[config.mk]
export PLATFORM = sky130hd
export DESIGN_NAME = lif_host_regs
export DESIGN_NICKNAME = d
export VERILOG_FILES = /design/src/rtl/lif_regs_pkg.sv /design/src/rtl/lif_bank_decode.sv /design/src/rtl/lif_event_counter.sv /design/src/rtl/lif_status_latch.sv /design/src/rtl/lif_host_regs.sv
export SDC_FILE = /design/constraint.sdc
export NUM_CORES = 1
export LEC_CHECK = 0
export BUFFER_PORTS_ARGS = -buffer_cell sky130_fd_sc_hd__buf_2
export CAP_MARGIN = 10
export CORE_ASPECT_RATIO = 1.75
export CORE_MARGIN = 3
export CORE_UTILIZATION = 40
export CTS_BUF_LIST = sky130_fd_sc_hd__clkbuf_4
export CTS_CLUSTER_DIAMETER = 100
export DETAILED_ROUTE_END_ITERATION = 12
export SLEW_MARGIN = 10
export SYNTH_ARGS = -nofsm -noshare
export SYNTH_HDL_FRONTEND = slang
export SYNTH_SLANG_ARGS = --single-unit
[constraint.sdc]
create_clock -name clk -period 3.7 [get_ports clk]
set_clock_uncertainty 0.05 [all_clocks]
set_input_delay 0.555 -clock clk [delete_from_list [all_inputs] [get_ports clk]]
set_output_delay 0.555 -clock clk [all_outputs]
set_load 0.05 [all_outputs]
[src/rtl/lif_regs_pkg.sv]
package lif_regs_pkg;
  typedef enum logic [1:0] {BK_PRI, BK_SEC, BK_CHN, BK_TST} bank_e;

  localparam logic [7:0] CODE_PRI = 8'h00;
  localparam logic [7:0] CODE_SEC = 8'hAA;
  localparam logic [7:0] CODE_CHN = 8'h01;
  localparam logic [7:0] CODE_TST = 8'h02;

  localparam logic [4:0] A_PTR     = 5'h1F;
  localparam logic [4:0] A_CH_EN   = 5'h00;
  localparam logic [4:0] A_CH_CLK  = 5'h06;
  localparam logic [4:0] A_CH_IEN  = 5'h11;
  localparam logic [4:0] A_CH_STS  = 5'h12;
  localparam logic [4:0] A_CH_CTL  = 5'h1E;
  localparam logic [4:0] A_TST_ERR = 5'h14;
  localparam logic [4:0] A_TST_BIT = 5'h18;
endpackage

[src/rtl/lif_bank_decode.sv]
module lif_bank_decode
  import lif_regs_pkg::*;
(
  input  logic [7:0] ptr,
  output bank_e      bank,
  output logic       valid
);
  always_comb begin
    valid = 1'b1;
    bank  = BK_PRI;
    case (ptr)
      CODE_PRI: bank = BK_PRI;
      CODE_SEC: bank = BK_SEC;
      CODE_CHN: bank = BK_CHN;
      CODE_TST: bank = BK_TST;
      default:  valid = 1'b0;
    endcase
  end
endmodule

[src/rtl/lif_event_counter.sv]
module lif_event_counter #(
  parameter int W = 32
) (
  input  logic         clk,
  input  logic         rst,
  input  logic         tick,
  output logic [W-1:0] count_o
);
  always_ff @(posedge clk) begin
    if (rst)       count_o <= '0;
    else if (tick) count_o <= count_o + W'(1);
  end

  AST_COUNT_STEP: assert property (@(posedge clk) disable iff (rst)
    tick |=> (count_o == $past(count_o) + W'(1)));
  AST_COUNT_IDLE: assert property (@(posedge clk) disable iff (rst)
    !tick |=> $stable(count_o));
endmodule

[src/rtl/lif_status_latch.sv]
module lif_status_latch #(
  parameter int N = 8
) (
  input  logic         clk,
  input  logic         rst,
  input  logic [N-1:0] evt,
  input  logic [N-1:0] clr_mask,
  input  logic         ien_we,
  input  logic [N-1:0] ien_wdata,
  output logic [N-1:0] status_o,
  output logic [N-1:0] ien_o,
  output logic         irq_n_o
);
  logic [N-1:0] st_d, ien_d;

  always_comb begin
    st_d  = evt | (status_o & ~clr_mask);
    ien_d = ien_we ? ien_wdata : ien_o;
  end

  always_ff @(posedge clk) begin
    if (rst) begin
      status_o <= '0;
      ien_o    <= '0;
      irq_n_o  <= 1'b1;
    end else begin
      status_o <= st_d;
      ien_o    <= ien_d;
      irq_n_o  <= ~|(st_d & ien_d);
    end
  end

  AST_IRQ_MATCH: assert property (@(posedge clk) disable iff (rst)
    irq_n_o == !(|(status_o & ien_o)));
  AST_SET_WINS: assert property (@(posedge clk) disable iff (rst)
    (|evt) |=> ((status_o & $past(evt)) == $past(evt)));
  AST_FULL_CLEAR: assert property (@(posedge clk) disable iff (rst)
    (&clr_mask) |=> (status_o == $past(evt)));
endmodule

[src/rtl/lif_host_regs.sv]
module lif_host_regs
  import lif_regs_pkg::*;
#(
  parameter int NCH   = 8,
  parameter int DW    = 8,
  parameter int AW    = 5,
  parameter int CNT_W = 32,
  parameter int PRI_N = 22,
  parameter int SEC_N = 7
) (
  input  logic          clk,
  input  logic          rst,
  input  logic          rd_en,
  input  logic          wr_en,
  input  logic [AW-1:0] addr,
  input  logic [DW-1:0] wdata,
  output logic [DW-1:0] rdata,
  input  logic [NCH-1:0] lv_evt,
  input  logic          err_tick,
  input  logic          bit_tick,
  output logic [NCH-1:0] chan_en_o,
  output logic [DW-1:0] clk_sel_o,
  output logic          irq_n
);
  localparam int PRI_AW    = $clog2(PRI_N);
  localparam int SEC_AW    = $clog2(SEC_N);
  localparam int CNT_BYTES = CNT_W / DW;

  logic [7:0]    ptr_q;
  logic [DW-1:0] pri_mem [PRI_N];
  logic [DW-1:0] sec_mem [SEC_N];
  logic          cow_q;
  bank_e         bank;
  logic          bank_ok;
  logic          wr_reg, sts_rd, sts_wr;
  logic [NCH-1:0] clr_mask, status, ien;
  logic [DW-1:0] rd_mux;
  logic [1:0]    ticks;
  logic [CNT_W-1:0] cnt [2];

  lif_bank_decode u_dec (.ptr(ptr_q), .bank(bank), .valid(bank_ok));

  assign wr_reg = wr_en && bank_ok && (addr != A_PTR);
  assign sts_rd = rd_en && bank_ok && (bank == BK_CHN) && (addr == A_CH_STS);
  assign sts_wr = wr_reg && (bank == BK_CHN) && (addr == A_CH_STS);

  always_comb begin
    if (sts_rd && !cow_q)      clr_mask = '1;
    else if (sts_wr && cow_q)  clr_mask = wdata[NCH-1:0];
    else                       clr_mask = '0;
  end

  lif_status_latch #(.N(NCH)) u_sts (
    .clk(clk), .rst(rst), .evt(lv_evt), .clr_mask(clr_mask),
    .ien_we(wr_reg && (bank == BK_CHN) && (addr == A_CH_IEN)),
    .ien_wdata(wdata[NCH-1:0]),
    .status_o(status), .ien_o(ien), .irq_n_o(irq_n)
  );

  assign ticks = {bit_tick, err_tick};
  for (genvar g = 0; g < 2; g++) begin : g_cnt
    lif_event_counter #(.W(CNT_W)) u_cnt (
      .clk(clk), .rst(rst), .tick(ticks[g]), .count_o(cnt[g])
    );
  end

  // storage banks: no reset so the arrays can map to RAM
  always_ff @(posedge clk) begin
    if (wr_reg && bank == BK_PRI && int'(addr) < PRI_N)
      pri_mem[addr[PRI_AW-1:0]] <= wdata;
    if (wr_reg && bank == BK_SEC && int'(addr) < SEC_N)
      sec_mem[addr[SEC_AW-1:0]] <= wdata;
  end

  always_ff @(posedge clk) begin
    if (rst) begin
      ptr_q     <= CODE_PRI;
      chan_en_o <= '0;
      clk_sel_o <= '0;
      cow_q     <= 1'b0;
    end else begin
      if (wr_en && addr == A_PTR) ptr_q <= wdata[7:0];
      if (wr_reg && bank == BK_CHN) begin
        case (addr)
          A_CH_EN:  chan_en_o <= wdata[NCH-1:0];
          A_CH_CLK: clk_sel_o <= wdata;
          A_CH_CTL: cow_q     <= wdata[0];
          default:  ;
        endcase
      end
    end
  end

  always_comb begin
    rd_mux = '0;
    if (addr == A_PTR) begin
      rd_mux = DW'(ptr_q);
    end else if (bank_ok) begin
      case (bank)
        BK_PRI: if (int'(addr) < PRI_N) rd_mux = pri_mem[addr[PRI_AW-1:0]];
        BK_SEC: if (int'(addr) < SEC_N) rd_mux = sec_mem[addr[SEC_AW-1:0]];
        BK_CHN: begin
          case (addr)
            A_CH_EN:  rd_mux = DW'(chan_en_o);
            A_CH_CLK: rd_mux = clk_sel_o;
            A_CH_IEN: rd_mux = DW'(ien);
            A_CH_STS: rd_mux = DW'(status);
            A_CH_CTL: rd_mux = DW'(cow_q);
            default:  rd_mux = '0;
          endcase
        end
        default: begin
          if (addr >= A_TST_ERR && int'(addr) < int'(A_TST_ERR) + CNT_BYTES)
            rd_mux = DW'(cnt[0] >> (DW * int'(addr - A_TST_ERR)));
          else if (addr >= A_TST_BIT && int'(addr) < int'(A_TST_BIT) + CNT_BYTES)
            rd_mux = DW'(cnt[1] >> (DW * int'(addr - A_TST_BIT)));
        end
      endcase
    end
  end

  always_ff @(posedge clk) begin
    if (rst)        rdata <= '0;
    else if (rd_en) rdata <= rd_mux;
  end

  AST_PTR_RESET: assert property (@(posedge clk)
    rst |=> (ptr_q == CODE_PRI));
  AST_BAD_PTR_NO_WRITE: assert property (@(posedge clk) disable iff (rst)
    (wr_en && !bank_ok && addr != A_PTR) |=>
      ($stable(chan_en_o) && $stable(clk_sel_o) && $stable(cow_q)));
  AST_RDATA_HOLD: assert property (@(posedge clk) disable iff (rst)
    !rd_en |=> $stable(rdata));
endmodule

==> summary.txt, run 1 <==
STA
  – Final min period: 3.02 ns
  – Worst-Margin Slew: about 0.97 ns
  – Max Fclk: about 330 MHz
  – Normalized max-slew margin: 0.348
  – Setup_tns: 0 ns
  – Worst hold margin: ~0.087 ns
  – Final hold violations: 0
  – Period utilisation layout: 0.816
  – RSZ-0062 raised after global routing: false
  – Final Setup Violations: 0
  – Slew Limit Fails: 0
  – Setup ws final: slightly below 0.7 ns

Floorplan
  – Width of the chip: 152 um
  – Die area: 39700 sq um
  – Row cnt: 93
  – CORE AREA: approximately 37000 sq um
  – Chip Height: between 200 and 300 um
  – # IOs: 52
  – Initial core utilization: 0.406

Power and ir drop
  – Internal power: about 5.8 mW
  – Power share of the sequential group: 0.550
  – Combinational Power Share: 0.061
  – LEAKAGE: just under 6 nW
  – Switching share of power: 0.241
  – Net switching power figure: ~1.8 mW
  – Clock share of power: 0.389
  – Worst VDD drop: ~0.16 mV
  – Cell Pwr Density: roughly 450 nW/um^2
  – Total power: between 7 and 8 mW

Worst setup path
  – Slowest cell on crit path: nor3_1
  – CP Launch Type: register
  – Crit. End Element: register
  – Crit Path Class: register to register
  – CP peak stage delay: roughly 0.56 ns
  – Crit path DAT: approximately 3.4 ns
  – Worst Path Required: 4.11 ns
  – Crit path top cell by count: nand2_1
  – Critical path cell sequence: nor3_1, nand2_1, a221o_1, nor4_1, nand2_1, nor2_1, buf_4
  – Worst-path fanout max: 6

GRT
  – Number of global-route vias before repair: 10300
  – Initial antenna violation count: 2
  – Largest net degree at the start of global routing: 84
  – First-pass GRT wire length: between 50000 and 60000 um
  – Grt ovf: 0
  – Overall Global Routing Usage: 0.192

CTS
  – H-tree Lvls: 3
  – TritonCTS clock tree: built
  – Post-CTS setup repair buffer count: 0
  – Post-cts sizing count: 0
  – TritonCTS buffer count: 80
  – Hold-fix buffers, CTS: 8
  – Clk sinks: 346
  – Clock root buffer: clkbuf_4
  – CTS max path bufs: 3
  – CTS clk-pin slew, worst paths: 0.08 ns
  – Worst skew pair latency: between 0.7 and 0.8 ns

Drt
  – # DRC: 0
  – Met1 wire length: 13500 um
  – DR iter-0 viols: ~660
  – Drt total wl: 38300 um
  – Via density per instance: roughly 5.5
  – Highest routed layer: met4
  – Detailed Routing Iterations Pass 1: 5
  – Routed wire per std cell: 21.1 um
  – Met3 wire length: about 1500 um
  – DR vias: 9938
  – ANT nets after route: 0
  – Met2 Wirelength: 21700 um

Placement
  – Placed instance area: roughly 16000 sq um
  – Global placer's final weighted congestion: ~0.85
  – Dpl ws: 0.510 ns
  – DP Wirelength: about 27000 um
  – IO buf count: slightly above 50
  – Dpl cells: ~1700

Job
  – Max Cap Violations: 0

Layout
  – Nets: 1322
  – Most frequent cells in the layout: edfxtp_1 (232), nor2_1 (123), dfxtp_1 (114)
  – Most common cell after layout, fill and taps aside: edfxtp_1
  – Non-Filler Cell Area, Final: 17000 sq um
  – Share of layout cells above drive strength 1: 0.234
  – Fill cells: approximately 3400
  – Finished Core Util: 0.463
  – Finished Layout Cells: between 1500 and 2000
  – P&R area growth vs syn: 14.2%

Synth
  – Cells after Synth: around 1100
  – Synth Cell Area: 14900 sq um
  – Distinct cells, synth: 67
  – Syn Nets: ~1200
  – Synth async-reset ratio: 0
  – Post-synthesis sequential area ratio: 0.620
  – Avg Cell Area, Syn: between 10 and 15 sq um
  – FF+latch count, synth: about 350
  – Primary FF master, synth: edfxtp_1
  – Number of synthesized flops with an enable pin: 232
  – Synth warn: 0

Run status
  – Outcome: complete, no violations

Min path
  – Hold/Removal Path Class: input port to register
## final timing paths
path	startpoint	to	slack, ns	cells past startpoint
worst max-delay path	ptr_q[4]$_SDFFE_PP0P_	pri_mem[13][0]$_DFFE_PP_	0.68	7
worst max register to register	ptr_q[4]$_SDFFE_PP0P_	pri_mem[13][0]$_DFFE_PP_	0.68	7
worst min register to register	chan_en_o[3]$_SDFFE_PP0P_	chan_en_o[3]$_SDFFE_PP0P_	0.44	2
worst min-delay path	bit_tick	g_cnt[1].u_cnt.count_o[0]$_SDFFE_PP0P_	0.09	3
## area by class of cell
type,count,area (sq um),area share
Antenna cell,2,5.00,0.000294
Sequential cell,346,9250,0.543
Timing Repair Buffer,123,836,0.0490
Multi-Input combinational cell,726,5340,0.313
Clock inverter,25,158,0.00925
Tap cell,475,594,0.0349
Clock buffer,109,818,0.0480
Inverter,11,41.3,0.00242
## flip-flops by register name, summed over array words and instances (netlist names), 8 cells and up
name,cells
chan_en_o,8
pri_mem,176
g_cnt.u_cnt.count_o,64
sec_mem,56
ptr_q,8
u_sts.status_o,8
clk_sel_o,8
u_sts.ien_o,8
rdata,8
## per-layer routing
metal,up-vias,GRT usage
met5,-,0
met4,0,0.100
met3,95,0.0362
met2,291,0.370
met1,4869,0.195
li1,4683,-
## critical path: cells and delay by family, from the launching register on
family	cells	cell delay, ns
AND/OR/NAND/NOR	5	1.75
flip-flops	1	0.36
AO/OA/AOI/OAI	1	0.35
buffers and inverters	1	0.21
## power by group through the flow
stage | combinational (mW) | sequential, mW | clock (mW)
CTS | 0.467 | 4.17 | 3.06
global route | 0.497 | 4.17 | 3.26
floorplan | 0.252 | 4.27 | 0
finish | 0.461 | 4.17 | 2.95
global placement | 0.453 | 4.25 | 0
detailed placement | 0.459 | 4.25 | 0
## cell usage after synthesis (11+ instances only)
cell | instances | share of area
buf_2 | 20 | 0.0067
a21oi_1 | 45 | 0.015
mux2_2 | 13 | 0.0098
dfxtp_1 | 114 | 0.15
nor2_1 | 123 | 0.031
mux2i_1 | 46 | 0.031
nand4_1 | 27 | 0.011
xor2_1 | 42 | 0.025
and3_1 | 14 | 0.0059
edfxtp_1 | 232 | 0.47
o21ai_0 | 11 | 0.0037
xnor2_1 | 11 | 0.0065
clkbuf_1 | 26 | 0.0065
o22ai_1 | 12 | 0.0050
o211ai_1 | 12 | 0.0060
nand2b_1 | 14 | 0.0059
nand2_1 | 113 | 0.028
nand3_1 | 51 | 0.017
nor3_1 | 14 | 0.0047
mux4_2 | 50 | 0.075
## cells by family after synthesis
logic type | count (synthesis) | share of synthesized area
AND/OR/NAND/NOR | 406 | 0.132
AO/OA/AOI/OAI | 151 | 0.0728
XOR/XNOR | 53 | 0.0311
adder cells (fa/ha/maj) | 7 | 0.00587
multiplexers | 109 | 0.116
flip-flops | 346 | 0.620
buffers and inverters | 71 | 0.0221
Note: power is estimated with default switching activity, not from simulation.
==> run 2: changes to the inputs <==
==> constraint.sdc (replaced) <==
create_clock -name clk -period 3 [get_ports clk]
set_clock_uncertainty 0.05 [all_clocks]
set_input_delay 0.45 -clock clk [delete_from_list [all_inputs] [get_ports clk]]
set_output_delay 0.45 -clock clk [all_outputs]
set_load 0.05 [all_outputs]
==> summary.txt, run 2 (synthesis gave the netlist of run 1 again) <==
Layout
  – P&R area growth vs syn: 16.3%
  – Most common cell after layout, fill and taps aside: edfxtp_1
  – Finished Layout Cells: 1851 (+1.9%)
  – Fill cells: 3384 (-0.91%)
  – Non-Filler Cell Area, Final: 17300 sq um (+1.8%)
  – Share of layout cells above drive strength 1: 0.248 (+0.0135)
  – Most frequent cells in the layout: edfxtp_1 (232), nor2_1 (123), clkbuf_4 (115)
  – Nets: 1353 (+2.3%)
  – Largest register FFs: 176 (unchanged)

Floorplan
  – CORE AREA: 36800 sq um (unchanged)
  – # IOs: 52 (unchanged)
  – Row cnt: 93 (unchanged)
  – Die area: 39700 sq um (unchanged)
  – Initial core utilization: 0.406 (unchanged)
  – Chip Height: 261 um (unchanged)
  – Width of the chip: 152 um (unchanged)

Worst setup path
  – CP peak stage delay: 0.59 ns (+0.03 ns)
  – CP bufs+invs: 1 (unchanged)
  – Largest delay share family, worst path: simple AND/OR/NAND/NOR gates
  – Crit. End Element: register
  – Worst-path fanout max: 8 (+2)
  – CP Launch Type: register
  – Crit path DAT: 3.37 ns (-0.06 ns)
  – Slowest cell on crit path: dlygate4sd3_1
  – Worst Path Required: 3.63 ns (-0.48 ns)
  – Crit path top cell by count: nor2_1
  – Critical path cell sequence: or4b_4, nor2_1, nand4b_1, a31oi_1, dlygate4sd3_1, nor2_1
  – Crit Path Class: register to register

Power and ir drop
  – LEAKAGE: 6.12 nW (+2.9%)
  – Cell Pwr Density: 545 nW/um^2 (+22%)
  – Worst VDD drop: 0.244 mV (+48%)
  – Power share of the sequential group: 0.544 (-0.006)
  – Clock share of power: 0.391 (+0.002)
  – Combinational Power Share: 0.065 (+0.004)
  – Internal power: 7.19 mW (+25%)
  – Switching share of power: 0.238 (-0.00290)
  – Net switching power figure: 2.25 mW (+23%)

STA
  – Worst-Margin Slew: 0.882 ns (-0.0867 ns)
  – Max Fclk: 365 MHz (+10%)
  – Setup_tns: 0 ns (unchanged)
  – Final hold violations: 0 (unchanged)
  – Normalized max-slew margin: 0.408 (+0.0592)
  – Slew Limit Fails: 0 (unchanged)
  – Final Setup Violations: 0 (unchanged)
  – RSZ-0062 raised after global routing: false
  – Period utilisation layout: 0.914 (+0.0987)
  – Final min period: 2.74 ns (-0.275 ns)
  – Worst hold margin: 0.0804 ns (-0.00621 ns)

Run status
  – Outcome: complete, no violations

Placement
  – Dpl cells: 1694 (+1.3%)
  – DP Wirelength: 27600 um (+3.9%)
  – IO buf count: 51 (unchanged)
  – Placed instance area: 16200 sq um (+1.2%)
  – Global placer's final weighted congestion: 0.900 (+5.5%)

Drt
  – Detailed Routing Iterations Pass 1: 5 (unchanged)
  – Drt total wl: 39000 um (+1.8%)
  – Routed wire per std cell: 21.1 um (about the same)
  – ANT nets after route: 0 (unchanged)
  – DR iter-0 viols: 558 (-16%)
  – Via density per instance: 5.43 (-0.68%)
  – # DRC: 0 (unchanged)
  – DR vias: 10100 (+1.2%)

GRT
  – Number of global-route vias before repair: 10300 (+0.70%)
  – Largest net degree at the start of global routing: 49 (-42%)
  – Overall Global Routing Usage: 0.196 (+0.00361)
  – Initial antenna violation count: 4 (+2)
  – First-pass GRT wire length: 59800 um (+2.0%)
  – Grt ovf: 0 (unchanged)

Min path
  – Hold/Removal Path Class: input port to register

CTS
  – CTS clk-pin slew, worst paths: 0.08 ns (about the same)
  – H-tree Lvls: 3 (unchanged)
  – Clock root buffer: clkbuf_4
  – Worst skew pair latency: 0.81 ns (+0.04 ns)
  – TritonCTS buffer count: 81 (+1.3%)
  – CTS max path bufs: 3 (unchanged)
  – TritonCTS clock tree: built
  – Clk sinks: 346 (unchanged)

Job
  – Max Cap Violations: 0 (unchanged)
[run 2: cell types whose count changed in the layout (fill, tap and decap cells not counted), moves of 2 or more]
cell           change
diode_2            +2
clkbuf_4           +6
clkinv_4           -3
clkinv_1           -2
buf_4             +19
dlygate4sd3_1      +9
buf_12             +2
inv_6              +2
[run 2: what timing repair did]
item                      in CTS  in global routing
gates resized for setup        0                  0
hold buffers                  17                  0
hold endpoints to repair      32                  0
buffers inserted               0                  0
[run 2: per-stage QoR]
| stage | util | worst slack (ns) | total power, mW |
|---|---|---|---|
| after global routing | 0.472 | 0.106 | 9.85 |
| after detailed placement | 0.440 | 0.109 | 5.84 |
| final | 0.472 | 0.257 | 9.45 |
| after global placement | 0.440 | 0.203 | 5.84 |
| after CTS | 0.471 | 0.286 | 9.58 |
| after floorplan | - | 0.159 | 5.57 |
[run 2: area by class of cell]
class | instances | area (sq um) | share of cell area
inverter | 11 | 41.3 | 0.00238
antenna | 4 | 10.0 | 0.000577
sequential | 346 | 9250 | 0.533
multi-input combinational | 726 | 5350 | 0.308
tap | 475 | 594 | 0.0343
timing repair buffer | 153 | 1110 | 0.0639
clock buffer | 115 | 863 | 0.0498
clock inverter | 21 | 133 | 0.00765
[run 2: path summary, 6_finish.rpt]
path | from | endpoint | slack [ns] | cells past startpoint
max | ptr_q[0]$_SDFFE_PP0P_ | u_sts.status_o[3]$_SDFF_PP0_ | 0.26 | 6
min | wdata[1] | u_sts.status_o[1]$_SDFF_PP0_ | 0.08 | 4
max reg2reg | ptr_q[0]$_SDFFE_PP0P_ | u_sts.status_o[3]$_SDFF_PP0_ | 0.26 | 6
min reg2reg | ptr_q[6]$_SDFFE_PP0P_ | ptr_q[6]$_SDFFE_PP0P_ | 0.45 | 2
[run 2: routing by layer]
| metal | up-vias | routed length (um) | track usage |
|---|---|---|---|
| met5 | - | 20 | 0 |
| met4 | 2 | 1490 | 0.0885 |
| met3 | 85 | 1230 | 0.0351 |
| met2 | 248 | 22100 | 0.381 |
| met1 | 4970 | 14200 | 0.203 |
| li1 | 4750 | - | - |
[run 2: tightest hold or removal path, stage by stage]
cell	delay, ns
buf_2	0.14
nand4_1	0.10
a31oi_1	0.10
nor2_1	0.08
[run 2: power groups by stage]
stage | logic [mW] | registers [mW] | clock network (mW)
global route | 0.656 | 5.14 | 4.06
finish | 0.613 | 5.14 | 3.69
global placement | 0.594 | 5.25 | 0
detailed placement | 0.599 | 5.24 | 0
floorplan | 0.311 | 5.26 | 0
CTS | 0.618 | 5.14 | 3.82
==> run 3: changes to the inputs <==
--- a/config.mk
+++ b/config.mk
@@ -13,6 +13,7 @@
 export CTS_BUF_LIST = sky130_fd_sc_hd__clkbuf_4
 export CTS_CLUSTER_DIAMETER = 100
 export DETAILED_ROUTE_END_ITERATION = 12
+export MAX_ROUTING_LAYER = met4
 export SLEW_MARGIN = 10
 export SYNTH_ARGS = -nofsm -noshare
 export SYNTH_HDL_FRONTEND = slang
==> summary.txt, run 3 (synthesis gave the netlist of run 1 again) <==
Run status
  – Outcome: complete, no violations

Layout
  – P&R area growth vs syn: 16.3% (about the same)
  – Share of layout cells above drive strength 1: 0.248 (unchanged)
  – Most common cell after layout, fill and taps aside: edfxtp_1
  – Largest register FFs: 176 (unchanged)
  – Most frequent cells in the layout: edfxtp_1 (232), nor2_1 (123), clkbuf_4 (115)
  – Nets: 1353 (unchanged)
  – Non-Filler Cell Area, Final: 17300 sq um (about the same)

Min path
  – Hold/Removal Path Class: input port to register

STA
  – Final hold violations: 0 (unchanged)
  – Worst-Margin Slew: 0.892 ns (+0.0103 ns)
  – Final min period: 2.73 ns (-0.00973 ns)
  – Period utilisation layout: 0.911 (-0.00324)
  – Setup ws final: 0.266 ns (+0.00973 ns)
  – Setup_tns: 0 ns (unchanged)
  – Slew Limit Fails: 0 (unchanged)
  – Max Fclk: 366 MHz (+0.36%)
  – Worst hold margin: 0.0865 ns (+0.00602 ns)
  – Final Setup Violations: 0 (unchanged)
  – Normalized max-slew margin: 0.401 (-0.00692)
  – RSZ-0062 raised after global routing: false

Worst setup path
  – Worst-path fanout max: 8 (unchanged)
  – Worst Path Required: 3.62 ns (about the same)
  – Crit path top cell by count: nor2_1
  – Slowest cell on crit path: dlygate4sd3_1
  – Crit. End Element: register
  – Largest delay share family, worst path: simple AND/OR/NAND/NOR gates
  – Crit path DAT: 3.35 ns (-0.02 ns)
  – CP bufs+invs: 1 (unchanged)
  – R2R Setup Slk: 0.27 ns (about the same)
  – CP peak stage delay: 0.59 ns (about the same)
  – Crit Path Class: register to register
  – Critical path cell sequence: or4b_4, nor2_1, nand4b_1, a31oi_1, dlygate4sd3_1, nor2_1
  – CP Launch Type: register

Floorplan
  – Width of the chip: 152 um (unchanged)
  – # IOs: 52 (unchanged)
  – Die area: 39700 sq um (unchanged)
  – Row cnt: 93 (unchanged)
  – Chip Height: 261 um (unchanged)
  – Initial core utilization: 0.406 (unchanged)
  – CORE AREA: 36800 sq um (unchanged)

Drt
  – Routed wire per std cell: 21.0 um (-0.50%)
  – DR vias: 10100 (+0.58%)
  – ANT nets after route: 0 (unchanged)
  – DR iter-0 viols: 577 (+3.4%)
  – Via density per instance: 5.46 (+0.47%)
  – Detailed Routing Iterations Pass 1: 5 (unchanged)
  – # DRC: 0 (unchanged)
  – Drt total wl: 38900 um (-0.39%)

Power and ir drop
  – Cell Pwr Density: 544 nW/um^2 (about the same)
  – LEAKAGE: 6.12 nW (about the same)
  – Worst VDD drop: 0.243 mV (-0.70%)

GRT
  – Initial antenna violation count: 4 (unchanged)
  – Grt ovf: 0 (unchanged)
  – Overall Global Routing Usage: 0.201 (+0.00586)
  – First-pass GRT wire length: 59700 um (about the same)
  – Largest net degree at the start of global routing: 49 (unchanged)
  – Number of global-route vias before repair: 10300 (-0.33%)

Placement
  – Placed instance area: 16200 sq um (unchanged)
  – IO buf count: 51 (unchanged)
  – Global placer's final weighted congestion: 0.915 (+1.7%)
  – DP Wirelength: 27600 um (unchanged)
  – Dpl ws: 0.109 ns (unchanged)

CTS
  – Clock root buffer: clkbuf_4
  – Clk sinks: 346 (unchanged)
  – Worst skew pair latency: 0.79 ns (-0.02 ns)
  – Post-cts sizing count: 0 (unchanged)
  – CTS max path bufs: 3 (unchanged)
  – CTS clk-pin slew, worst paths: 0.08 ns (about the same)
  – TritonCTS buffer count: 81 (unchanged)
  – H-tree Lvls: 3 (unchanged)
  – TritonCTS clock tree: built

Job
  – Max Cap Violations: 0 (unchanged)
==> run 3: worst register-to-register path: stages (launching register included) <==
cell and delay [ns]:
dfxtp_1 0.46, or4b_4 0.54, nor2_1 0.25, nand4b_1 0.36, a31oi_1 0.35, dlygate4sd3_1 0.59, nor2_1 0.04
==> run 3: metrics by stage <==
step | total power, mW | utilization | std cells
global placement | 5.84 | 0.440 | 1694
CTS | 9.58 | 0.471 | 1847
finish | 9.44 | 0.472 | 1853
detailed placement | 5.84 | 0.440 | 1694
floorplan | 5.57 | - | 1143
global route | 9.86 | 0.472 | 1853
==> run 3: report_power, final <==
group          internal (mW)  switching, mW
Combinational          0.221          0.391
Clock                   1.86           1.83
Sequential              5.11         0.0277
Total                   7.19           2.25
==> run 3: worst paths after layout <==
check / startpoint / to / cells after the start
max reg2reg: ptr_q[0]$_SDFFE_PP0P_ / u_sts.status_o[3]$_SDFF_PP0_ / 6
max: ptr_q[0]$_SDFFE_PP0P_ / u_sts.status_o[3]$_SDFF_PP0_ / 6
min reg2reg: ptr_q[6]$_SDFFE_PP0P_ / ptr_q[6]$_SDFFE_PP0P_ / 2
min: wdata[1] / u_sts.status_o[1]$_SDFF_PP0_ / 4
==> run 3: area by class of cell <==
| cell class | instances | area (sq um) |
|---|---|---|
| fill | 3381 | 19400 |
| multi-input combinational | 726 | 5350 |
| clock inverter | 21 | 133 |
| tap | 475 | 594 |
| inverter | 11 | 41.3 |
| sequential | 346 | 9250 |
| timing repair buffer | 153 | 1110 |
| clock buffer | 115 | 863 |
| antenna | 6 | 15.0 |
==> run 3: timing repair <==
action	CTS	global route
hold buffers	17	0
buffers inserted	0	0
hold endpoints to repair	32	0
==> run 3: routing by layer <==
metal | global-route usage | up-vias | wire length (um)
met5 | - | - | 0
met4 | 0.0917 | 0 | 1500
met3 | 0.0351 | 86 | 1420
met2 | 0.378 | 260 | 22000
met1 | 0.204 | 5014 | 14000
li1 | - | 4753 | -
